### config.mk
export PLATFORM = sky130hd
export DESIGN_NAME = quad_reg_unit
export DESIGN_NICKNAME = d
export VERILOG_FILES = /design/src/rtl/qru_pkg.sv /design/src/rtl/qru_decode.sv /design/src/rtl/qru_alu.sv /design/src/rtl/quad_reg_unit.sv
export SDC_FILE = /design/constraint.sdc
export NUM_CORES = 1
export LEC_CHECK = 0
export BUFFER_PORTS_ARGS = -buffer_cell sky130_fd_sc_hd__buf_2
export CORE_UTILIZATION = 50
export CTS_CLUSTER_SIZE = 24
export DETAILED_ROUTE_END_ITERATION = 7
export PLACE_DENSITY = 0.78
export SYNTH_ARGS = -nofsm -noshare
export SYNTH_HDL_FRONTEND = slang
export SYNTH_SLANG_ARGS = --single-unit
### constraint.sdc
create_clock -name clk -period 5.41 [get_ports clk]
set_input_delay 0.541 -clock clk [delete_from_list [all_inputs] [get_ports clk]]
set_output_delay 0.541 -clock clk [all_outputs]
set_load 0.05 [all_outputs]
### src/rtl/qru_pkg.sv
package qru_pkg;
    typedef enum logic [3:0] {
        QOP_OR, QOP_AND, QOP_XOR, QOP_ADD, QOP_SUB, QOP_CMP, QOP_LD, QOP_ST,
        QOP_ASL, QOP_ROL, QOP_LSR, QOP_ROR, QOP_INC, QOP_DEC
    } qop_e;

    // flag mask bit order {N, Z, C, V}
    localparam logic [3:0] FM_NZ   = 4'b1100;
    localparam logic [3:0] FM_NZC  = 4'b1110;
    localparam logic [3:0] FM_NZCV = 4'b1111;

    typedef struct packed {
        qop_e       op;
        logic       src_mem;   // unary op works on memory word
        logic       wr_reg;
        logic       wr_mem;
        logic [3:0] fmask;
    } qdec_t;
endpackage

### src/rtl/qru_decode.sv
module qru_decode
    import qru_pkg::*;
(
    input  logic [7:0] opcode,
    output qdec_t      dec
);
    logic [2:0] cls;
    assign cls = opcode[7:5];

    always_comb begin
        dec = '{op: QOP_OR, src_mem: 1'b0, wr_reg: 1'b0, wr_mem: 1'b0, fmask: FM_NZ};
        if (!opcode[7] && opcode[3:0] == 4'hA) begin
            dec.wr_reg = 1'b1;
            if (!opcode[4]) begin
                dec.fmask = FM_NZC;
                case (opcode[6:5])
                    2'd0:    dec.op = QOP_ASL;
                    2'd1:    dec.op = QOP_ROL;
                    2'd2:    dec.op = QOP_LSR;
                    default: dec.op = QOP_ROR;
                endcase
            end else begin
                dec.op = opcode[5] ? QOP_DEC : QOP_INC;
            end
        end else if (opcode[2:0] == 3'b110 && cls != 3'd4 && cls != 3'd5) begin
            dec.src_mem = 1'b1;
            dec.wr_mem  = 1'b1;
            dec.fmask   = cls[2] ? FM_NZ : FM_NZC;
            case (cls)
                3'd0:    dec.op = QOP_ASL;
                3'd1:    dec.op = QOP_ROL;
                3'd2:    dec.op = QOP_LSR;
                3'd3:    dec.op = QOP_ROR;
                3'd6:    dec.op = QOP_DEC;
                default: dec.op = QOP_INC;
            endcase
        end else begin
            case (cls)
                3'd0: begin dec.op = QOP_OR;  dec.wr_reg = 1'b1; end
                3'd1: begin dec.op = QOP_AND; dec.wr_reg = 1'b1; end
                3'd2: begin dec.op = QOP_XOR; dec.wr_reg = 1'b1; end
                3'd3: begin dec.op = QOP_ADD; dec.wr_reg = 1'b1; dec.fmask = FM_NZCV; end
                3'd4: begin dec.op = QOP_ST;  dec.wr_mem = 1'b1; end
                3'd5: begin dec.op = QOP_LD;  dec.wr_reg = 1'b1; end
                3'd6: begin dec.op = QOP_CMP; dec.fmask = FM_NZC; end
                default: begin dec.op = QOP_SUB; dec.wr_reg = 1'b1; dec.fmask = FM_NZCV; end
            endcase
        end
    end
endmodule

### src/rtl/qru_alu.sv
module qru_alu
    import qru_pkg::*;
#(
    parameter int W = 32
) (
    input  qop_e         op,
    input  logic [W-1:0] opa,
    input  logic [W-1:0] opb,
    input  logic         cin,
    output logic [W-1:0] res,
    output logic         cout,
    output logic         vout
);
    logic         is_sub;
    logic [W-1:0] b_eff;
    logic         c_eff;
    logic [W:0]   sum;

    always_comb begin
        is_sub = (op == QOP_SUB) || (op == QOP_CMP);
        b_eff  = is_sub ? ~opb : opb;
        c_eff  = (op == QOP_CMP) ? 1'b1 : cin;
        sum    = {1'b0, opa} + {1'b0, b_eff} + {{W{1'b0}}, c_eff};
    end

    always_comb begin
        res  = '0;
        cout = cin;
        vout = 1'b0;
        unique case (op)
            QOP_OR:  res = opa | opb;
            QOP_AND: res = opa & opb;
            QOP_XOR: res = opa ^ opb;
            QOP_ADD, QOP_SUB, QOP_CMP: begin
                res  = sum[W-1:0];
                cout = sum[W];
                vout = (opa[W-1] == b_eff[W-1]) && (sum[W-1] != opa[W-1]);
            end
            QOP_LD:  res = opb;
            QOP_ST:  res = opa;
            QOP_ASL: {cout, res} = {opa, 1'b0};
            QOP_ROL: {cout, res} = {opa, cin};
            QOP_LSR: {res, cout} = {1'b0, opa};
            QOP_ROR: {res, cout} = {cin, opa};
            QOP_INC: res = opa + {{(W-1){1'b0}}, 1'b1};
            QOP_DEC: res = opa - {{(W-1){1'b0}}, 1'b1};
            default: res = '0;
        endcase
    end
endmodule

### src/rtl/quad_reg_unit.sv
module quad_reg_unit
    import qru_pkg::*;
#(
    parameter int LANE_W = 8
) (
    input  logic              clk,
    input  logic              rst_n,
    input  logic              op_valid,
    input  logic [7:0]        opcode,
    input  logic [LANE_W-1:0] a_in,
    input  logic [LANE_W-1:0] x_in,
    input  logic [LANE_W-1:0] y_in,
    input  logic [LANE_W-1:0] z_in,
    input  logic [4*LANE_W-1:0] mem_in,
    input  logic              carry_in,
    output logic              done,
    output logic [LANE_W-1:0] a_out,
    output logic [LANE_W-1:0] x_out,
    output logic [LANE_W-1:0] y_out,
    output logic [LANE_W-1:0] z_out,
    output logic              reg_we,
    output logic [4*LANE_W-1:0] mem_out,
    output logic              mem_we,
    output logic              flag_n,
    output logic              flag_z,
    output logic              flag_c,
    output logic              flag_v,
    output logic [3:0]        flag_we
);
    localparam int LANES = 4;
    localparam int QW    = LANES * LANE_W;

    typedef struct packed {
        logic          done;
        logic [QW-1:0] q;
        logic          reg_we;
        logic [QW-1:0] mem;
        logic          mem_we;
        logic [3:0]    flags;   // {N, Z, C, V}
        logic [3:0]    fwe;
    } state_t;

    state_t st_d, st_q;

    logic [LANE_W-1:0] lane_in  [LANES];
    logic [QW-1:0]     q_in;

    assign lane_in[0] = a_in;
    assign lane_in[1] = x_in;
    assign lane_in[2] = y_in;
    assign lane_in[3] = z_in;

    for (genvar g = 0; g < LANES; g++) begin : g_lane
        assign q_in[g*LANE_W +: LANE_W] = lane_in[g];
    end

    qdec_t         dec;
    logic [QW-1:0] alu_a, alu_res;
    logic          alu_c, alu_v;

    qru_decode u_dec (.opcode(opcode), .dec(dec));

    assign alu_a = dec.src_mem ? mem_in : q_in;

    qru_alu #(.W(QW)) u_alu (
        .op(dec.op), .opa(alu_a), .opb(mem_in), .cin(carry_in),
        .res(alu_res), .cout(alu_c), .vout(alu_v)
    );

    always_comb begin
        st_d        = '0;
        st_d.q      = q_in;
        if (op_valid) begin
            st_d.done   = 1'b1;
            st_d.reg_we = dec.wr_reg;
            st_d.mem_we = dec.wr_mem;
            st_d.fwe    = dec.fmask;
            if (dec.wr_reg) st_d.q   = alu_res;
            if (dec.wr_mem) st_d.mem = alu_res;
            st_d.flags  = {alu_res[QW-1], alu_res == '0, alu_c, alu_v} & dec.fmask;
        end
    end

    always_ff @(posedge clk) begin
        if (!rst_n) st_q <= '0;
        else        st_q <= st_d;
    end

    assign done    = st_q.done;
    assign a_out   = rst_n ? st_q.q[0*LANE_W +: LANE_W] : '0;
    assign x_out   = rst_n ? st_q.q[1*LANE_W +: LANE_W] : '0;
    assign y_out   = rst_n ? st_q.q[2*LANE_W +: LANE_W] : '0;
    assign z_out   = rst_n ? st_q.q[3*LANE_W +: LANE_W] : '0;
    assign reg_we  = st_q.reg_we;
    assign mem_out = st_q.mem;
    assign mem_we  = st_q.mem_we;
    assign flag_n  = st_q.flags[3];
    assign flag_z  = st_q.flags[2];
    assign flag_c  = st_q.flags[1];
    assign flag_v  = st_q.flags[0];
    assign flag_we = st_q.fwe;

    // a started operation reports one clock later
    p_latency_r2: assert property (@(posedge clk) disable iff (!rst_n)
        op_valid |=> done);
    // idle cycle leaves every enable low
    p_idle_quiet_r2: assert property (@(posedge clk) disable iff (!rst_n)
        !op_valid |=> (!done && !reg_we && !mem_we && flag_we == 4'b0000));
    // a result goes to one destination at most
    p_one_dest_r11: assert property (@(posedge clk) disable iff (!rst_n)
        !(reg_we && mem_we));
    // N mirrors bit 31 of a register result
    p_n_reg_r12: assert property (@(posedge clk) disable iff (!rst_n)
        (done && reg_we && flag_we[3]) |-> (flag_n == z_out[LANE_W-1]));
    // N mirrors bit 31 of a memory result
    p_n_mem_r12: assert property (@(posedge clk) disable iff (!rst_n)
        (done && mem_we) |-> (flag_we[3] && flag_n == mem_out[QW-1]));
    // Z set exactly when the register result is zero
    p_z_reg_r12: assert property (@(posedge clk) disable iff (!rst_n)
        (done && reg_we) |-> (flag_z == ({z_out, y_out, x_out, a_out} == '0)));
endmodule

==> metrics.md <==
| Metric | Value |
|---|---|
| Crit-path max cell delay | 0.49 ns |
| Yosys warning count | 0 |
| Top area cells in the synthesized netlist | ha_1, dfxtp_1, a21oi_1 |
| Crit path launch type | input pin |
| Final #Nets | 1659 |
| First-pass GRT wire length | 54200 um |
| WL per Instance | 20.6 um |
| CTS resizes | 0 |
| Die width | 143 um |
| CP Class | input pin to flop |
| Commonest cells after routing, fill and taps aside | buf_2, ha_1, nand2_1 |
| Die Ht | 143 um |
| GPL Wtd Cong | 1.00 |
| Largest net degree at the start of global routing | 68 |
| Diode count | 0 |
| Power Density | 215 nW/um^2 |
| CTS Buf Count | 9 |
| Slowest CP cell | fa_1 |
| Worst Setup Slack, final | 0.339 ns |
| Status | complete, no violations |
| All-Layer GR Usage | 0.345 |
| Initial Util | 0.511 |
| TNS Setup | 0 ns |
| Hold_buf cts | 0 |
| Die Area | 20500 sq um |
| Largest area contributor in the netlist | ha_1 |
| 1st-iter DRT viols | 1305 |
| Clk buf depth | 2 |
| Number of synthesized flops with an enable pin | 0 |
| TritonCTS clock tree | yes |
| Critical Path RT | 5.69 ns |
| Net Count, Synth | 1539 |
| CTS Root Cell | clkbuf_16 |
| Core area | 19500 sq um |
| Post-synth top area share | 0.159 |
| Total clock sinks | 74 |
| Fraction of registers with async set/reset | 0 |
| DR vias | 10800 |
| Final Hold Fails | 0 |
| Leakage | 0.00552 uW |
| Period utilization | 0.937 |
| Setup WS pre-CTS | -0.0223 ns |
| Initial antenna violation count | 0 |
| Max Fclk | 197 MHz |
| DP HPWL | 27100 um |
| I/O pin total | 151 |
| Syn Std Cell Area | 9980 sq um |
| Maxcap violations | 0 |
| Worst path buffer plus inverter count | 2 |
| Commonest non-fill, non-tap cell in the layout | buf_2 |
| Finish-stage setup viols | 0 |
| CP endpoint kind | flop |
| Drt first pass iters | 6 |
| Routed Antenna Nets | 0 |
| Slew @ Worst Pin | 1.14 ns |
| Share of layout cells above drive strength 1 | 0.181 |
| Fin. max-slew vios | 0 |
| Vias in the first global route | 9774 |
| HP Class | input pin to flop |
| Syn-to-layout area delta | 13.2% |
| Remaining Overflow, GRT | 0 |
| Number of port buffers | 150 |
| CP top delay family | compound AO/OA/AOI/OAI gates |
| Post-route cell area | 11300 sq um |
| Post-synthesis sequential area ratio | 0.148 |
| CTS clock-pin slew for the worst setup and hold paths | 0.05 ns |
| Crit Path Max Fanout | 6 |
| Critical Path, Cell by Cell | buf_2 -> inv_1 -> ha_1 -> or3_1 -> o22a_1 -> nand2_1 -> a31oi_1 -> fa_1 -> fa_1 -> nand2b_1 -> a21oi_1 -> o211ai_1 -> a21oi_1 -> a211oi_2 -> o21ai_1 -> xnor2_1 -> o21ai_0 -> or3_1 -> nor4_1 -> and4_1 |
| Layout filler cell count | 1848 |
| Rel. slew slack | 0.234 |
| Placed Instance Area | 11000 sq um |
| Peak supply drop | 0.150 mV |
| Yosys cell types | 82 |
| Flops & latches, synth | 74 |
| Drt drc | 0 |
| Top_reg_cell synth | dfxtp_1 |
| Crit path time final | 5.07 ns |
| # H-tree levels | 3 |
| Rows | 51 |
| Post-CTS setup buffer count | 0 |
| CP arrival | 5.35 ns |
| RSZ-0062 raised after global routing | false |
| Cells after Synth | 1333 |
| Post-Route WL | 35400 um |
| DR vias/cell | 6.29 |
| Syn Area/Cell | 7.49 sq um |
-- synth_stat cells, types with 4 or more instances --
cell       count
o21bai_1      11
a221oi_1      18
o211a_1       29
o21ai_0       66
a21o_1        14
ha_1         127
a221o_1        6
a31oi_1       11
a22oi_1       11
o311ai_0       5
xor2_1        20
nor4_1         4
xnor2_1       56
nor2_1       111
clkbuf_1      49
o31ai_1        4
nand2_1      122
inv_1         80
o221ai_1       8
nand4_1       14
a211oi_1      21
dfxtp_1       74
mux2_2         5
a21oi_1      112
nor2b_1       14
o211ai_1      18
a32oi_1        5
or2_2          4
buf_1          9
buf_4         40
o21ai_1        6
and2_1        49
nor3_1        19
a222oi_1       5
and4_1         7
mux2i_1       39
or3_1          6
buf_2          4
o2111ai_1      5
o21a_1         8
and3_1         8
nand3_1       28
o22ai_1        6
nand2b_1      11
-- per-layer routing --
metal	vias to the layer above	wire length (um)	part of all wire	GRT usage
li1	5041	-	-	-
met1	5024	14900	0.42	0.470
met2	654	15200	0.43	0.537
met3	118	4040	0.11	0.0651
met5	-	0	0	0
met4	0	1300	0.037	0.124
-- flip-flops by register name, indices dropped and copies added (netlist names) --
register / count
mem_out: 32
flag_z: 1
st_q: 32
reg_we: 1
flag_we: 3
done: 1
flag_c: 1
flag_v: 1
flag_n: 1
mem_we: 1
-- stage by stage --
step	util	total power, uW	hold slack, ns	instances
CTS	0.578	2400	0.426	1723
global route	0.578	2560	0.455	1723
finish	0.578	2430	0.436	1723
global placement	0.564	1810	0.778	1707
floorplan	-	1460	0.668	1333
detailed placement	0.564	1830	0.780	1707
-- final cells by class --
type	instances	area, sq um	area share
multi-input combinational	1074	7670	0.679
sequential	74	1480	0.131
timing repair buffer	213	1220	0.108
tap	265	332	0.0294
inverter	81	304	0.0269
clock buffer	12	256	0.0227
clock inverter	4	26.3	0.00233
-- report_power, final --
part / internal, uW / switching, uW / leakage [uW]
Clock: 335 / 239 / 0.000139
Combinational: 478 / 794 / 0.00478
Sequential: 579 / 7.59 / 0.000607
-- logic make-up after synthesis --
logic type / after synthesis / synth area share
AND/OR/NAND/NOR: 418 / 0.207
adder cells (fa/ha/maj): 130 / 0.165
AO/OA/AOI/OAI: 405 / 0.280
XOR/XNOR: 76 / 0.0667
multiplexers: 45 / 0.0463
flip-flops: 74 / 0.148
buffers and inverters: 185 / 0.0866
-- path summary, 6_finish.rpt --
kind,endpoint,slack [ns],cells after the start,from
hold / removal,done,0.44,2,op_valid
setup / recovery,flag_z,0.34,20,opcode[5]
(Power assumes the default switching activity.)
